File: config.mk
export PLATFORM = sky130hd
export DESIGN_NAME = sleep_wake_ctrl
export DESIGN_NICKNAME = d
export VERILOG_FILES = /design/src/rtl/slp_pkg.sv /design/src/rtl/irq_scan.sv /design/src/rtl/evt_latch.sv /design/src/rtl/sleep_fsm.sv /design/src/rtl/sleep_wake_ctrl.sv
export SDC_FILE = /design/constraint.sdc
export NUM_CORES = 1
export LEC_CHECK = 0
export ABC_AREA = 1
export BUFFER_PORTS_ARGS = -buffer_cell sky130_fd_sc_hd__buf_2
export CAP_MARGIN = 20
export CORE_ASPECT_RATIO = 1.4
export CORE_UTILIZATION = 51
export CTS_BUF_LIST = sky130_fd_sc_hd__clkbuf_2 sky130_fd_sc_hd__clkbuf_4 sky130_fd_sc_hd__clkbuf_8
export CTS_CLUSTER_DIAMETER = 60
export CTS_CLUSTER_SIZE = 40
export DETAILED_ROUTE_END_ITERATION = 6
export GPL_ROUTABILITY_DRIVEN = 0
export PLACE_DENSITY = 0.89
export SETUP_SLACK_MARGIN = 0.2
export SLEW_MARGIN = 15
export SYNTH_ARGS = -nofsm -noshare
export SYNTH_HDL_FRONTEND = slang
export SYNTH_HIERARCHICAL = 1
export SYNTH_SLANG_ARGS = --single-unit
File: constraint.sdc
create_clock -name clk -period 2.9 [get_ports clk]
set_input_delay 0.435 -clock clk [delete_from_list [all_inputs] [get_ports clk]]
set_output_delay 0.435 -clock clk [all_outputs]
set_load 0.01 [all_outputs]
File: src/rtl/slp_pkg.sv
`timescale 1ns/1ps
package slp_pkg;

    typedef enum logic [1:0] {
        ST_AWAKE = 2'd0,
        ST_WFE   = 2'd1,
        ST_WFI   = 2'd2
    } slp_state_e;

    typedef struct packed {
        slp_state_e state;
        logic       deep;
        logic       wake;
        logic       hold;
    } fsm_regs_t;

endpackage

File: src/rtl/irq_scan.sv
`timescale 1ns/1ps
module irq_scan #(
    parameter int N_IRQ  = 8,
    parameter int PRIO_W = 2
) (
    input  logic                     clk,
    input  logic                     rst_n,
    input  logic [N_IRQ-1:0]         pend_i,
    input  logic [N_IRQ-1:0]         en_i,
    input  logic [N_IRQ*PRIO_W-1:0]  prio_i,
    input  logic [PRIO_W:0]          cur_prio_i,
    output logic                     svc_o,
    output logic                     newpend_o
);
    logic [N_IRQ-1:0] outrank;
    logic [N_IRQ-1:0] pend_d, pend_q;

    // one comparator per line; thread levels sit above every field value
    for (genvar g = 0; g < N_IRQ; g++) begin : g_rank
        assign outrank[g] = {1'b0, prio_i[g*PRIO_W +: PRIO_W]} < cur_prio_i;
    end

    always_comb begin
        pend_d    = pend_i;
        newpend_o = |(pend_i & ~pend_q);
        svc_o     = |(pend_i & en_i & outrank);
    end

    always_ff @(posedge clk or negedge rst_n) begin
        if (!rst_n) pend_q <= '0;
        else        pend_q <= pend_d;
    end

    // in thread mode any enabled pending line is serviceable
    a_r8_thread_lowest: assert property (@(posedge clk) disable iff (!rst_n)
        (cur_prio_i[PRIO_W] && |(pend_i & en_i)) |-> svc_o);

    // a line held high is not new on the following cycle
    a_r3_level_not_new: assert property (@(posedge clk) disable iff (!rst_n)
        (pend_i == pend_q) |-> !newpend_o);

endmodule

File: src/rtl/evt_latch.sv
`timescale 1ns/1ps
module evt_latch (
    input  logic clk,
    input  logic rst_n,
    input  logic set_i,
    input  logic consume_i,
    output logic evt_o
);
    logic evt_d, evt_q;

    always_comb begin
        if (consume_i) evt_d = 1'b0;
        else           evt_d = evt_q | set_i;
    end

    always_ff @(posedge clk or negedge rst_n) begin
        if (!rst_n) evt_q <= 1'b0;
        else        evt_q <= evt_d;
    end

    assign evt_o = evt_q;

    // consuming always leaves the register empty
    a_r2_consume_clears: assert property (@(posedge clk) disable iff (!rst_n)
        consume_i |=> !evt_o);

    // an unconsumed source is remembered
    a_r2_set_sticks: assert property (@(posedge clk) disable iff (!rst_n)
        (set_i && !consume_i) |=> evt_o);

endmodule

File: src/rtl/sleep_fsm.sv
`timescale 1ns/1ps
module sleep_fsm
    import slp_pkg::*;
(
    input  logic clk,
    input  logic rst_n,
    input  logic wfe_i,
    input  logic wfi_i,
    input  logic ret_sleep_i,
    input  logic deep_ctl_i,
    input  logic evt_q_i,
    input  logic evt_src_i,
    input  logic svc_i,
    input  logic mask_i,
    input  logic dbg_i,
    output logic sleeping_o,
    output logic deep_o,
    output logic wake_o,
    output logic hold_o,
    output logic consume_o
);
    fsm_regs_t cur_q, nxt_d;
    logic      evt_now;

    always_comb begin
        nxt_d      = cur_q;
        nxt_d.wake = 1'b0;
        nxt_d.hold = cur_q.hold & mask_i;
        consume_o  = 1'b0;
        evt_now    = evt_q_i | evt_src_i;
        case (cur_q.state)
            ST_AWAKE: begin
                if (wfe_i) begin
                    if (evt_now) begin
                        consume_o = 1'b1;
                    end else begin
                        nxt_d.state = ST_WFE;
                        nxt_d.deep  = deep_ctl_i;
                    end
                end else if (wfi_i || ret_sleep_i) begin
                    nxt_d.state = ST_WFI;
                    nxt_d.deep  = deep_ctl_i;
                end
            end
            ST_WFE: begin
                if (evt_src_i || dbg_i) begin
                    nxt_d.state = ST_AWAKE;
                    nxt_d.deep  = 1'b0;
                    nxt_d.wake  = 1'b1;
                    consume_o   = 1'b1;
                end
            end
            ST_WFI: begin
                if (svc_i || dbg_i) begin
                    nxt_d.state = ST_AWAKE;
                    nxt_d.deep  = 1'b0;
                    nxt_d.wake  = 1'b1;
                    if (svc_i && mask_i) nxt_d.hold = 1'b1;
                end
            end
            default: begin
                nxt_d.state = ST_AWAKE;
                nxt_d.deep  = 1'b0;
            end
        endcase
    end

    always_ff @(posedge clk or negedge rst_n) begin
        if (!rst_n) begin
            cur_q.state <= ST_AWAKE;
            cur_q.deep  <= 1'b0;
            cur_q.wake  <= 1'b0;
            cur_q.hold  <= 1'b0;
        end else begin
            cur_q <= nxt_d;
        end
    end

    assign sleeping_o = (cur_q.state != ST_AWAKE);
    assign deep_o     = cur_q.deep;
    assign wake_o     = cur_q.wake;
    assign hold_o     = cur_q.hold;

    // the wake pulse never lasts two cycles
    a_r11_wake_single: assert property (@(posedge clk) disable iff (!rst_n)
        wake_o |=> !wake_o);

    // a wake pulse follows a sleeping cycle and coincides with being awake
    a_r11_wake_after_sleep: assert property (@(posedge clk) disable iff (!rst_n)
        wake_o |-> ($past(sleeping_o) && !sleeping_o));

    // deep status only while asleep
    a_r9_deep_in_sleep: assert property (@(posedge clk) disable iff (!rst_n)
        deep_o |-> sleeping_o);

    // an available event makes the wait complete without sleeping
    a_r4_wfe_skip: assert property (@(posedge clk) disable iff (!rst_n)
        (!sleeping_o && wfe_i && (evt_q_i || evt_src_i)) |=> (!sleeping_o && !evt_q_i));

    // wait-for-interrupt sleep persists without an interrupt or debug
    a_r6_wfi_stays: assert property (@(posedge clk) disable iff (!rst_n)
        (cur_q.state == ST_WFI && !svc_i && !dbg_i) |=> sleeping_o);

    // the hold flag falls once the mask is gone
    a_r7_hold_release: assert property (@(posedge clk) disable iff (!rst_n)
        (hold_o && !mask_i) |=> !hold_o);

endmodule

File: src/rtl/sleep_wake_ctrl.sv
`timescale 1ns/1ps
module sleep_wake_ctrl #(
    parameter int N_IRQ  = 8,
    parameter int PRIO_W = 2
) (
    input  logic                    clk,
    input  logic                    rst_n,
    input  logic                    wfe_i,
    input  logic                    wfi_i,
    input  logic                    sev_i,
    input  logic                    exc_entry_i,
    input  logic                    exc_ret_i,
    input  logic                    ret_thread_i,
    input  logic                    ctl_deep_i,
    input  logic                    ctl_pend_evt_i,
    input  logic                    ctl_sleep_ret_i,
    input  logic [N_IRQ-1:0]        irq_pend_i,
    input  logic [N_IRQ-1:0]        irq_en_i,
    input  logic [N_IRQ*PRIO_W-1:0] irq_prio_i,
    input  logic [PRIO_W:0]         cur_prio_i,
    input  logic                    global_mask_i,
    input  logic                    ext_evt_i,
    input  logic                    dbg_req_i,
    output logic                    sleeping_o,
    output logic                    deep_o,
    output logic                    wake_o,
    output logic                    hold_irq_o,
    output logic                    event_o
);
    logic svc, newpend, evt_src, ret_sleep, consume;

    irq_scan #(.N_IRQ(N_IRQ), .PRIO_W(PRIO_W)) u_scan (
        .clk        (clk),
        .rst_n      (rst_n),
        .pend_i     (irq_pend_i),
        .en_i       (irq_en_i),
        .prio_i     (irq_prio_i),
        .cur_prio_i (cur_prio_i),
        .svc_o      (svc),
        .newpend_o  (newpend)
    );

    assign evt_src = sev_i | ext_evt_i | exc_entry_i | exc_ret_i
                   | (svc & ~global_mask_i)
                   | (ctl_pend_evt_i & newpend);

    assign ret_sleep = exc_ret_i & ret_thread_i & ctl_sleep_ret_i;

    evt_latch u_evt (
        .clk       (clk),
        .rst_n     (rst_n),
        .set_i     (evt_src),
        .consume_i (consume),
        .evt_o     (event_o)
    );

    sleep_fsm u_fsm (
        .clk         (clk),
        .rst_n       (rst_n),
        .wfe_i       (wfe_i),
        .wfi_i       (wfi_i),
        .ret_sleep_i (ret_sleep),
        .deep_ctl_i  (ctl_deep_i),
        .evt_q_i     (event_o),
        .evt_src_i   (evt_src),
        .svc_i       (svc),
        .mask_i      (global_mask_i),
        .dbg_i       (dbg_req_i),
        .sleeping_o  (sleeping_o),
        .deep_o      (deep_o),
        .wake_o      (wake_o),
        .hold_o      (hold_irq_o),
        .consume_o   (consume)
    );

    // a return to thread with the control bit set enters sleep
    a_r10_ret_sleeps: assert property (@(posedge clk) disable iff (!rst_n)
        (!sleeping_o && !wfe_i && exc_ret_i && ret_thread_i && ctl_sleep_ret_i) |=> sleeping_o);

    // an external event is never lost while awake without a wait
    a_r2_ext_latched: assert property (@(posedge clk) disable iff (!rst_n)
        (!sleeping_o && !wfe_i && ext_evt_i) |=> event_o);

endmodule

==> flow_summary.yaml <==
floorplan:
  die_x_um: 41.34
  initial_core_util: 0.5533
  dieArea_um2: 2359
  die_h_um: 57.07
  pin_count: 54
  core_um2: 1997
  rows: 19
critical_path:
  reg2reg_from: "u_scan/pend_q[2]"
  rr_endpoint: "u_fsm/deep_o"
  reg2reg_slack_ns: 1.40
  end_kind: "flip-flop"
  crit_required_ns: 3.07
  cp_max_fo: 8
  cp.arrival_ns: 2.22
  crit_type: "in -> reg"
  reg2reg_depth: 13
  start_kind: "primary input"
run:
  drv_cap: 0
timing:
  relSlewSlack: 0.8000
  hold_viol: 0
  max_slew.worst_pin.slew_ns: 0.3001
  clock_skew_ns: 0.004890
  final-max-slew-violation-count: 0
  hold_ws_ns: 0.02492
  fin_crit_sh: 0.7056
  post-route-min-period_ns: 2.046
  fmax_mhz: 488.7
  fin_setup_tns_ns: 0
  rsz0062_at_grt: "no"
  finalSetupViolations: 0
cells_and_area:
  fin_nets: 286
  most-common-layout-cells: "buf_2 (53), nand2_1 (51), inv_1 (35), nor2_1 (21), dfrtp_1 (14)"
  antennaDiodeCount: 0
  layout_commonest_cell: "buf_2"
  syn2layout_area_growth_pct: 28.20
  drive_gt1_frac: 0.2857
route:
  drt_iter0_drc: 13
  avgViaCountPerCell: 4.702
  drc: 0
  wl_per_cell_um: 9.327
  ant_nets: 0
  num_vias: 1152
  drt_pre_antenna_iters: 4
  wl_um: 2285
global_route:
  grtUsageTotal: 0.2263
  grt_pass1_wl_um: 3670
  grt_antenna_before_repair: 0
  gr-total-overflow: 0
  grt_pass1_vias: 1060
  grt_start_max_net_pins: 15
logic_synthesis:
  synth_seq_cells: 14
  yosysSeqAreaShare: 0.3171
  syn_inst: 169
  synth_area_per_cell_um2: 6.537
  synth_fp_nets: 230
  yosysUniqueCellTypes: 18
  yosysWarnings: 6
  synth.cell_area_um2: 1105
clock_network:
  path_clk_slew_ns: 0.08
  cts_setup_buffers: 0
  cts_resized: 0
  cts_root_buf: "clkbuf_4"
  htreeDepth: 1
  clock_latency_ns: 0.28
  cts_buffers: 3
  cts_sinks: 14
  clockBufferDepth: 2
  hold_buffers: 0
  cts_tree: "yes"
pwr:
  p_leak_nw: 0.9312
  powerDensity_nw_per_um2: 524.6
  vdd_ir_drop_max_v: 0.0002624
place:
  dpl.hpwl_um: 1969
  io_buffers: 53
run_status:
  status: "finished clean"
hold_path:
  hold_path.class: "in -> async"
[stage by stage]
| stage | util | std cells | cell area (um2) | worst slack, ns | power [mW] |
|---|---|---|---|---|---|
| 5_1_grt | 0.7093 | 245 | 1416 | 0.5783 | 0.8209 |
| 4_1_cts | 0.7093 | 245 | 1416 | 0.8920 | 0.7500 |
| 3_5_place_dp | 0.6911 | 241 | 1380 | 0.5819 | 0.6084 |
| 3_3_place_gp | 0.6911 | 241 | 1380 | 0.6239 | 0.5981 |
| 6_report | 0.7093 | 245 | 1416 | 0.8536 | 0.7430 |
| 2_1_floorplan | - | 169 | 1105 | 0.8775 | 0.4874 |
[registers in the layout, summed over array words and instances, names as in the netlist]
| register | flops |
|---|---|
| u_evt/evt_o | 1 |
| u_fsm/cur_q | 2 |
| u_fsm/deep_o | 1 |
| u_fsm/hold_o | 1 |
| u_fsm/wake_o | 1 |
| u_scan/pend_q | 8 |
[synth_stat cells]
cell	n	area share
nand3_1	7	0.032
buf_2	1	0.0045
inv_2	3	0.010
and3_2	1	0.0068
a21boi_0	1	0.0068
nor2_1	21	0.071
nand2_1	51	0.17
a21oi_1	9	0.041
dfrtp_1	14	0.32
o21ai_0	2	0.0091
buf_6	1	0.010
clkinv_1	1	0.0034
ha_1	12	0.14
o22ai_1	4	0.023
inv_1	35	0.12
nand2_2	2	0.011
nor2_2	1	0.0057
o21bai_1	3	0.020
[worst max-delay path: stages]
cell and delay, ns:
buf_2 0.08, inv_1 0.12, ha_1 0.31, inv_1 0.03
nor2_1 0.07, nand2_1 0.05, nand2_1 0.07, nand2_1 0.05
nor2_1 0.10, nand2_1 0.10, inv_1 0.06, nor2_1 0.03
nor2_1 0.07, nand2_1 0.10, nor2_1 0.11, nand2_1 0.05
nand2_1 0.12, inv_1 0.09, nand3_1 0.08, nand2_1 0.06
[worst max path at each step]
stage	start	to	slack, ns
6_report	cur_prio_i[1]	u_fsm/deep_o	0.85
5_1_grt	cur_prio_i[1]	u_fsm/deep_o	0.58
4_1_cts	cur_prio_i[1]	u_fsm/deep_o	0.89
3_5_place_dp	cur_prio_i[1]	u_fsm/deep_o	0.58
3_3_place_gp	cur_prio_i[1]	u_fsm/cur_q[4]	0.62
2_1_floorplan	cur_prio_i[1]	u_fsm/deep_o	0.88
[cell type report]
type                    instances  area [um2]
clock buffers                   4       36.28
inverters                      39       146.4
well taps                      21       26.28
fillers                       196       580.6
repair buffers                 53       265.3
flip-flops and latches         14       350.3
multi-input cells             114       591.8
[cells by family (layout without fill, tap and decap cells)]
group	Yosys count	after routing	share of synthesized area
compound gates	19	19	0.09966
flops	14	14	0.3171
buf+inv	41	96	0.1472
simple gates	83	83	0.3001
fa+ha+maj	12	12	0.1359
[power by group]
part           switching, mW  internal (mW)  total (mW)
Sequential            0.0275          0.240       0.267
Clock                 0.0628         0.0765       0.139
Combinational          0.192          0.144       0.336
Total                  0.282          0.461       0.743
[metal layers]
layer | up-vias | routed length [um] | GRT usage | share of wire
met1 | 486 | 882 | 0.2005 | 0.39
li1 | 617 | - | - | -
met2 | 44 | 1227 | 0.4330 | 0.54
met5 | - | 0 | 0 | 0
met3 | 5 | 118 | 0.02335 | 0.052
met4 | 0 | 57 | 0.1244 | 0.025
Power figures use the tool's default switching activity.
